===== config.mk =====
export PLATFORM = sky130hd
export DESIGN_NAME = dma4_core
export DESIGN_NICKNAME = d
export VERILOG_FILES = /design/src/rtl/dma4_pkg.sv /design/src/rtl/dma4_arb.sv /design/src/rtl/dma4_seq.sv /design/src/rtl/dma4_core.sv
export SDC_FILE = /design/constraint.sdc
export NUM_CORES = 1
export LEC_CHECK = 0
export ABC_AREA = 0
export CAP_MARGIN = 20
export CORE_MARGIN = 3
export CORE_UTILIZATION = 40
export DETAILED_ROUTE_END_ITERATION = 6
export SLEW_MARGIN = 20
export SYNTH_ARGS = -nofsm -noshare
export SYNTH_HDL_FRONTEND = slang
export SYNTH_SLANG_ARGS = --single-unit

===== constraint.sdc =====
create_clock -name clk -period 6.5 [get_ports clk]
set_clock_uncertainty 0.1 [all_clocks]
set_input_delay 1.3 -clock clk [delete_from_list [all_inputs] [get_ports clk]]
set_output_delay 1.3 -clock clk [all_outputs]
set_load 0.01 [all_outputs]

===== src/rtl/dma4_pkg.sv =====
package dma4_pkg;
    localparam int NCH  = 4;
    localparam int CHW  = $clog2(NCH);
    localparam int AW   = 16;
    localparam int PW   = 8;
    localparam int SELW = 4;

    localparam logic [SELW-1:0] SEL_STATUS  = 4'h8;
    localparam logic [SELW-1:0] SEL_SWREQ   = 4'h9;
    localparam logic [SELW-1:0] SEL_MASK1   = 4'hA;
    localparam logic [SELW-1:0] SEL_MODE    = 4'hB;
    localparam logic [SELW-1:0] SEL_CLRPTR  = 4'hC;
    localparam logic [SELW-1:0] SEL_MCLR    = 4'hD;
    localparam logic [SELW-1:0] SEL_UNMASK  = 4'hE;
    localparam logic [SELW-1:0] SEL_MASKALL = 4'hF;

    typedef enum logic [1:0] {S_IDLE, S_WAIT, S_XFER} seq_state_t;
    typedef enum logic [1:0] {M_DEMAND, M_SINGLE, M_BLOCK, M_CASCADE} xfer_mode_t;

    typedef struct packed {
        xfer_mode_t  mode;
        logic        dec;
        logic        autoi;
        logic [1:0]  kind;
    } chan_mode_t;
endpackage


===== src/rtl/dma4_arb.sv =====
module dma4_arb
    import dma4_pkg::*;
(
    input  logic [NCH-1:0] req,
    output logic           any,
    output logic [CHW-1:0] idx
);
    always_comb begin
        idx = '0;
        for (int i = NCH - 1; i >= 0; i--) begin
            if (req[i]) idx = CHW'(i);
        end
    end
    assign any = |req;
endmodule


===== src/rtl/dma4_seq.sv =====
module dma4_seq
    import dma4_pkg::*;
(
    input  logic           clk,
    input  logic           rst_n,
    input  logic           mclr,
    input  logic           any_req,
    input  logic [CHW-1:0] pick,
    input  logic           hold_ack,
    input  xfer_mode_t     cur_mode,
    input  logic [1:0]     cur_kind,
    input  logic           last,
    input  logic           req_live,
    output logic [CHW-1:0] act_ch,
    output logic           hold_req,
    output logic           aen,
    output logic [NCH-1:0] dack,
    output logic           mem_rd,
    output logic           mem_wr,
    output logic           io_rd,
    output logic           io_wr
);
    seq_state_t st;

    always_ff @(posedge clk) begin
        if (!rst_n || mclr) begin
            st     <= S_IDLE;
            act_ch <= '0;
        end else begin
            unique case (st)
                S_IDLE: if (any_req) begin
                    act_ch <= pick;
                    st     <= S_WAIT;
                end
                S_WAIT: if (hold_ack) st <= S_XFER;
                S_XFER: begin
                    if (last) st <= S_IDLE;
                    else begin
                        unique case (cur_mode)
                            M_BLOCK:  st <= S_XFER;
                            M_DEMAND: st <= req_live ? S_XFER : S_IDLE;
                            default:  st <= S_IDLE;
                        endcase
                    end
                end
                default: st <= S_IDLE;
            endcase
        end
    end

    always_comb begin
        hold_req = (st != S_IDLE);
        aen      = (st == S_XFER);
        dack     = aen ? (NCH'(1) << act_ch) : '0;
        mem_wr   = aen && (cur_kind == 2'b01);
        io_rd    = aen && (cur_kind == 2'b01);
        mem_rd   = aen && (cur_kind == 2'b10);
        io_wr    = aen && (cur_kind == 2'b10);
    end

    p_grant_starts_r3: assert property (@(posedge clk) disable iff (!rst_n || mclr)
        (st == S_WAIT && hold_ack) |=> aen);
    p_single_release_r4: assert property (@(posedge clk) disable iff (!rst_n || mclr)
        (aen && cur_mode == M_SINGLE) |=> !aen);
    p_block_keeps_r5: assert property (@(posedge clk) disable iff (!rst_n || mclr)
        (aen && cur_mode == M_BLOCK && !last) |=> aen);
    p_tc_release_r8: assert property (@(posedge clk) disable iff (!rst_n || mclr)
        (aen && last) |=> !hold_req);
endmodule


===== src/rtl/dma4_core.sv =====
module dma4_core
    import dma4_pkg::*;
(
    input  logic            clk,
    input  logic            rst_n,
    input  logic [SELW-1:0] reg_sel,
    input  logic            reg_wr,
    input  logic            reg_rd,
    input  logic [7:0]      wdata,
    output logic [7:0]      rdata,
    input  logic            page_wr,
    input  logic [NCH-1:0]  dreq,
    output logic            hold_req,
    input  logic            hold_ack,
    output logic            aen,
    output logic [NCH-1:0]  dack,
    output logic [PW+AW-1:0] mem_addr,
    output logic            mem_rd,
    output logic            mem_wr,
    output logic            io_rd,
    output logic            io_wr,
    output logic            tc
);
    logic [AW-1:0]  base_addr [NCH];
    logic [AW-1:0]  cur_addr  [NCH];
    logic [AW-1:0]  base_cnt  [NCH];
    logic [AW-1:0]  cur_cnt   [NCH];
    logic [PW-1:0]  page_q    [NCH];
    chan_mode_t     mode_q    [NCH];
    logic [NCH-1:0] mask_q, swreq_q, tcflag_q;
    logic           ptr_q;

    logic [CHW-1:0] act_ch, pick;
    logic [NCH-1:0] pending, eligible;
    logic           any_req, last, mclr, wide_sel, mask_wr;
    logic [CHW-1:0] sel_ch, cmd_ch;
    logic [AW-1:0]  rd_word;

    assign mclr     = reg_wr && (reg_sel == SEL_MCLR);
    assign wide_sel = !reg_sel[SELW-1];
    assign sel_ch   = reg_sel[CHW:1];
    assign cmd_ch   = wdata[CHW-1:0];
    assign mask_wr  = reg_wr && (reg_sel == SEL_MASK1 || reg_sel == SEL_UNMASK
                                 || reg_sel == SEL_MASKALL);
    assign pending  = dreq | swreq_q;
    assign eligible = pending & ~mask_q;
    assign last     = (cur_cnt[act_ch] == '0);
    assign tc       = aen && last;
    assign mem_addr = aen ? {page_q[act_ch], cur_addr[act_ch]} : '0;

    dma4_arb u_arb (.req(eligible), .any(any_req), .idx(pick));

    dma4_seq u_seq (
        .clk(clk), .rst_n(rst_n), .mclr(mclr), .any_req(any_req), .pick(pick),
        .hold_ack(hold_ack), .cur_mode(mode_q[act_ch].mode), .cur_kind(mode_q[act_ch].kind),
        .last(last), .req_live(eligible[act_ch]), .act_ch(act_ch), .hold_req(hold_req),
        .aen(aen), .dack(dack), .mem_rd(mem_rd), .mem_wr(mem_wr), .io_rd(io_rd), .io_wr(io_wr)
    );

    always_comb begin
        rd_word = reg_sel[0] ? cur_cnt[sel_ch] : cur_addr[sel_ch];
        if (wide_sel)                  rdata = ptr_q ? rd_word[AW-1:8] : rd_word[7:0];
        else if (reg_sel == SEL_STATUS) rdata = {pending, tcflag_q};
        else                           rdata = '0;
    end

    always_ff @(posedge clk) begin
        if (!rst_n || mclr) begin
            for (int i = 0; i < NCH; i++) begin
                base_addr[i] <= '0;
                cur_addr[i]  <= '0;
                base_cnt[i]  <= '0;
                cur_cnt[i]   <= '0;
                page_q[i]    <= '0;
                mode_q[i]    <= '0;
            end
            mask_q   <= '1;
            swreq_q  <= '0;
            tcflag_q <= '0;
            ptr_q    <= 1'b0;
        end else begin
            // read side effects first, so a same-cycle terminal count wins
            if (reg_rd) begin
                if (reg_sel == SEL_STATUS) tcflag_q <= '0;
                if (wide_sel)              ptr_q    <= ~ptr_q;
            end
            if (aen) begin
                if (last) begin
                    tcflag_q[act_ch] <= 1'b1;
                    swreq_q[act_ch]  <= 1'b0;
                    if (mode_q[act_ch].autoi) begin
                        cur_addr[act_ch] <= base_addr[act_ch];
                        cur_cnt[act_ch]  <= base_cnt[act_ch];
                    end else begin
                        mask_q[act_ch] <= 1'b1;
                    end
                end else begin
                    cur_cnt[act_ch]  <= cur_cnt[act_ch] - 1'b1;
                    cur_addr[act_ch] <= mode_q[act_ch].dec ? cur_addr[act_ch] - 1'b1
                                                           : cur_addr[act_ch] + 1'b1;
                end
            end
            if (page_wr) page_q[reg_sel[CHW-1:0]] <= wdata;
            if (reg_wr) begin
                if (wide_sel) begin
                    ptr_q <= ~ptr_q;
                    if (reg_sel[0]) begin
                        if (ptr_q) begin
                            base_cnt[sel_ch][AW-1:8] <= wdata;
                            cur_cnt[sel_ch][AW-1:8]  <= wdata;
                        end else begin
                            base_cnt[sel_ch][7:0] <= wdata;
                            cur_cnt[sel_ch][7:0]  <= wdata;
                        end
                    end else begin
                        if (ptr_q) begin
                            base_addr[sel_ch][AW-1:8] <= wdata;
                            cur_addr[sel_ch][AW-1:8]  <= wdata;
                        end else begin
                            base_addr[sel_ch][7:0] <= wdata;
                            cur_addr[sel_ch][7:0]  <= wdata;
                        end
                    end
                end
                case (reg_sel)
                    SEL_SWREQ:   swreq_q[cmd_ch] <= wdata[2];
                    SEL_MASK1:   mask_q[cmd_ch]  <= wdata[2];
                    SEL_MODE:    mode_q[cmd_ch]  <= chan_mode_t'(wdata[7:2]);
                    SEL_CLRPTR:  ptr_q           <= 1'b0;
                    SEL_UNMASK:  mask_q          <= '0;
                    SEL_MASKALL: mask_q          <= wdata[NCH-1:0];
                    default: ;
                endcase
            end
        end
    end

    p_tc_flag_r8: assert property (@(posedge clk) disable iff (!rst_n || mclr)
        tc |=> tcflag_q[$past(act_ch)]);
    p_tc_mask_r9: assert property (@(posedge clk) disable iff (!rst_n || mclr)
        (tc && !mode_q[act_ch].autoi && !mask_wr) |=> mask_q[$past(act_ch)]);
    p_masked_idle_r10: assert property (@(posedge clk) disable iff (!rst_n || mclr)
        (mask_q == '1 && !hold_req) |=> !hold_req);
endmodule


* Word-level counts from Yosys, hierarchy flattened *
Memories as Yosys holds them, arrays and structs flattened. A register that Yosys moved wholly into a read port is not among the register bits.
Index checks and enable logic that the tools add are counted.

word-level totals
  bits in registers = 17
  RAM bits = 312
  logic and storage cells = 192
  memories = 6

cells by class
  $add $sub $neg = 3
  magnitude comparators = 4
  equal/unequal tests = 15
  shift operators = 1
  mux-type cells = 124
  bitwise gates (word level) = 10
  reductions and logical operators = 23

memory list
  memory     words  width  read ports  clocked after memory_dff  wr ports  RTL line         source
  base_addr  4      16     1           1                         4         dma4_core.sv:24  logic [AW-1:0] base_addr [NCH];
  base_cnt   4      16     1           1                         4         dma4_core.sv:26  logic [AW-1:0] base_cnt [NCH];
  cur_addr   4      16     2           1                         4         dma4_core.sv:25  logic [AW-1:0] cur_addr [NCH];
  cur_cnt    4      16     2           1                         4         dma4_core.sv:27  logic [AW-1:0] cur_cnt [NCH];
  page_q     4      8      1           1                         4         dma4_core.sv:28  logic [PW-1:0] page_q [NCH];
  mode_q     4      6      1           1                         4         dma4_core.sv:29  chan_mode_t mode_q [NCH];

operators by type and width
  kind                     number
  $mux W16                 10
  $reduce_or A16 Y1        6
  $mux W2                  32
  $mux W4                  16
  $mux W1                  52
  $eq A4 B4 Y1 const B     8
  $mux W8                  4
  $sub A16 B1 Y16 const B  2
  $mux W24                 1
  $add A16 B1 Y16 const B  1
  $logic_not A16 Y1        1
  $or A4 B4 Y4             3
  $pmux W4 S3              1
  $and A4 B4 Y4            2
  $bwmux W4                2
  $not A4 Y4               2
  $reduce_or A8 Y1         1
  $eq A2 B2 Y1 const B     3
  $logic_and A1 B1 Y1      6
  $lt A2 B3 Y1 const B     2
  $mux W6                  1
  $pmux W2 S3              1
  $reduce_or A6 Y1         1
  $demux W1 S2             2
  14 further kinds         20

* Longest topological paths before layout *
  word-level depth = 12
  gate-level depth with buffers = 15

* By module *
Synthesis repeated with hierarchy kept, for this count alone.

second synthesis, totals
  cell total of the unflattened synthesis = 1,383
  area total of the unflattened synthesis = 17,619.4 um2

by module, submodules not included
  module     instances  cells each  area an instance (um2)  sequential area each (um2)
  dma4_core  1          1,348       17,346.6                9,629.2
  dma4_seq   1          28          237.7                   80.1
  dma4_arb   1          7           35.0                    0.0

* Worst setup path before layout *
No wires, ideal clock.

  path type = input port to output port
  start = input port reg_sel[1]
  end = output port rdata[0]
  arrival time = 3.174 ns
  path slack = 1.926 ns
  stages = 6
  cell sequence = clkbuf_1 clkbuf_1 mux4_2 mux4_2 inv_1 o21ai_0

between the ends
  cells in the longest elaborated chain, start to end = 4

ends and longest elaborated chain
  element                                   RTL line         source
  from (decl)                               dma4_core.sv:6   input logic [SELW-1:0] reg_sel,
  $mem_v2 Z4 W16, on equally long branches  -
  $mux W16                                  dma4_core.sv:61  rd_word = reg_sel[0] ? cur_cnt[sel_ch] : cur_addr[sel_ch];
  $mux W8                                   dma4_core.sv:62  if (wide_sel) rdata = ptr_q ? rd_word[AW-1:8] : rd_word[7:0];
  $mux W8 *                                 dma4_core.sv:62
  to (decl)                                 dma4_core.sv:10  output logic [7:0] rdata,

Every way passes the cells marked *; elsewhere a longest branch is shown, timed or not.

==> impl_results.md <==
* Outcome: completed
* TritonCTS clock tree: yes
* Max clock buf depth at 3
* Fin. Hold Viols at 0
* Iteration-0 DRC Markers at 1,870
* Clock tree sinks at 331
* Skew-Pair Late Insertion Delay at 0.54 ns
* Fin util at 46.1%
* Avg Vias per Cell at 6.28
* Final GP Congestion at ~1.0
* Vias in the first global route at about 13,000
* Layout Nets at about 1,500
* Fin Setup TNS at 0 ns
* Hold buffer count at cts at 0
* Global-route wire length before repair at 89,600 um
* Final Cycle Share at 85.2%
* Final setup fails at 0
* #FFs+latches synth at 331
* Drt pass-1 iters at 6
* Count leader, synth: edfxtp_1
* Ys Warns at 0
* FFs w/ async S/R, synth at 0%
* Fin crit period at 5.54 ns
* Cell leakage power at 7.60 nW
* Die X at around 220 um
* Post-synth top area share at 51.9%
* Overflow left after global routing at 0
* DRT met1 WL at 23,800 um
* Post-synth top cells: edfxtp_1, nor2_1, nand2_1
* Synthesis-to-layout area growth at 13.4%
* Total CTS buffers at 36
* Post-route cell area at 20,500 um2
* Syn nets at 1,477
* Worst EP arrival at 4.14 ns
* Max Freq at 181 MHz
* ANT cells at 0
* Relative slew slack at 28.8%
* Worst-path clk slew at 0.06 ns
* HPWL Detailed at 44,200 um
* Cell taking the most area after synthesis: edfxtp_1
* Clk root buf: clkbuf_16
* DR WL/cell at 29.1 um
* Number of max-cap violations at 0
* Pwr Density at approximately 260 nW/um2
* RSZ-0062 raised after global routing: no
* Number of remaining DRC errors at 0
* Largest net degree at the start of global routing at 51
* Max-slew violations at 0
* Min-delay src: tcflag_q[3]
* Vias at 13,200
* Mean Syn Cell Area at ~13 um2
* Synth top area cells: edfxtp_1, mux4_2, and2_1, nor2_1, nand2_1
* Final wirelength at between 60,000 and 70,000 um
* Number of synthesized flops with an enable pin at 312
* Row count at 77
* Worst Hold Class: flip-flop to flip-flop
* Main flop type after synthesis: edfxtp_1
* Core area at 44,400 um2
* Setup crit end kind: primary output
* Critical path peak fanout at 30
* Distinct cell type count after synthesis at 69
* I/O pin cnt at 65
* Die Ht at 219 um
* Port Buffers at 64
* Setup Crit Path Kind: flip-flop to primary output
* Least-Margin Pin Slew at between 1 and 1.5 ns
* CP startpoint kind: flip-flop
* Post-synthesis cell area at 18,100 um2
* Die area at 47,800 um2
* Share of cells above drive strength 1 at 15.7%
* Data required time of the critical path at 5.10 ns
* # Post-CTS Setup Buffers at 0
* FILL cells at 3,923
* VDD IR max at 0.000220 V
* Register area share after synthesis at between 50% and 60%
* WL met3 at 6310 um
* Area post-placement at 19,300 um2
* Routed Antenna Nets at 0
* Top layer in use: met5
* Number of antenna violations at the first check in global routing at 2
* DR WL met2 at 28,200 um
* Htree depth at 2
* Starting Density at approximately 40%
* Post-cts resize count at 0
* Post-Synthesis Cells at 1,438
* GRT Util Overall at 25.7%
-- cells by family after synthesis --
kind of cell               Yosys count  synth area share, %
adders and majority gates           17                 1.22
AOI/OAI and AO/OA                  266                 10.4
xor gates and xnor gates            20                0.969
muxes                              122                 15.2
and+or+nand+nor                    547                 15.1
buffers and inverters              135                 3.20
DFF                                331                 54.0
-- power breakdown --
group / leakage [nW] / internal, W / total, W / switching [W]
Combinational: 3.67 / 0.000273 / 0.000721 / 0.000448
Sequential: 3.36 / 0.00244 / 0.00252 / 0.0000809
Clock: 0.574 / 0.00121 / 0.00207 / 0.000860
-- metal layers --
metal	GRT usage (%)	up-vias
li1	-	5539
met1	34.4	6666
met2	40.8	807
met3	5.91	158
met4	10.3	4
met5	0	-
-- flip-flops by register name, indices dropped and copies added, names as in the netlist, 4 cells and up, named ones only --
signal / count
mask_q: 4
page_q: 32
base_addr: 64
mode_q: 24
tcflag_q: 4
cur_cnt: 64
swreq_q: 4
cur_addr: 64
base_cnt: 64
-- final timing paths --
| check | slack (ns) | cells past startpoint | to |
|---|---|---|---|
| min reg2reg | 0.38 | 2 | tcflag_q[3] |
| max reg2reg | 1.58 | 10 | cur_addr[2][15] |
| max | 0.96 | 6 | tc |
| min | 0.38 | 2 | tcflag_q[3] |
-- stage by stage --
step | power (W) | hold WS, ns | instances | setup slack, ns
floorplan | 0.00299 | 0.332 | 1438 | 1.93
global placement | 0.00327 | 0.364 | 2031 | 1.42
detailed placement | 0.00327 | 0.365 | 2032 | 1.35
CTS | 0.00531 | 0.379 | 2098 | 0.962
global route | 0.00547 | 0.405 | 2098 | 0.784
finish | 0.00532 | 0.383 | 2098 | 0.963
-- layout make-up --
type                            instances  area (um2)  area share, %
Sequential cell                       331        9760           47.6
Multi-Input combinational cell        972        7760           37.9
Clock buffer                           53        1060           5.16
Timing Repair Buffer                  101         908           4.43
Tap cell                              592         741           3.61
Inverter                               36         135          0.659
Clock inverter                         13         134          0.653
-- layout by cell type, fill, tap and decap left out, types with 7 or more instances in the layout --
cell / n
nor3_1: 19
dfxtp_1: 17
ha_1: 16
clkdlybuf4s50_1: 60
or2_2: 8
nor2b_1: 7
clkbuf_16: 38
and3_1: 47
a22o_1: 13
a21o_1: 24
nand2_1: 141
o21ai_1: 7
nand4_1: 8
a21oi_1: 53
nor4_1: 7
buf_4: 35
mux4_1: 12
nand2b_1: 19
mux4_2: 106
o21ai_0: 56
edfxtp_1: 312
nor2_1: 144
o31ai_1: 7
a22oi_4: 8
inv_1: 35
nand3_1: 32
o21bai_1: 54
and2_1: 93
clkbuf_1: 10
xor2_1: 9
xnor2_1: 11
-- worst max-delay path, cell delays in order (launching register included) --
cell and delay, ns:
dfxtp_4 0.72, mux4_1 0.75, nor4_4 0.51, nand2_4 0.12, or4b_4 0.66, nor2_1 0.21, clkdlybuf4s50_1 0.58
No activity file was read; power rests on OpenSTA's default activity.
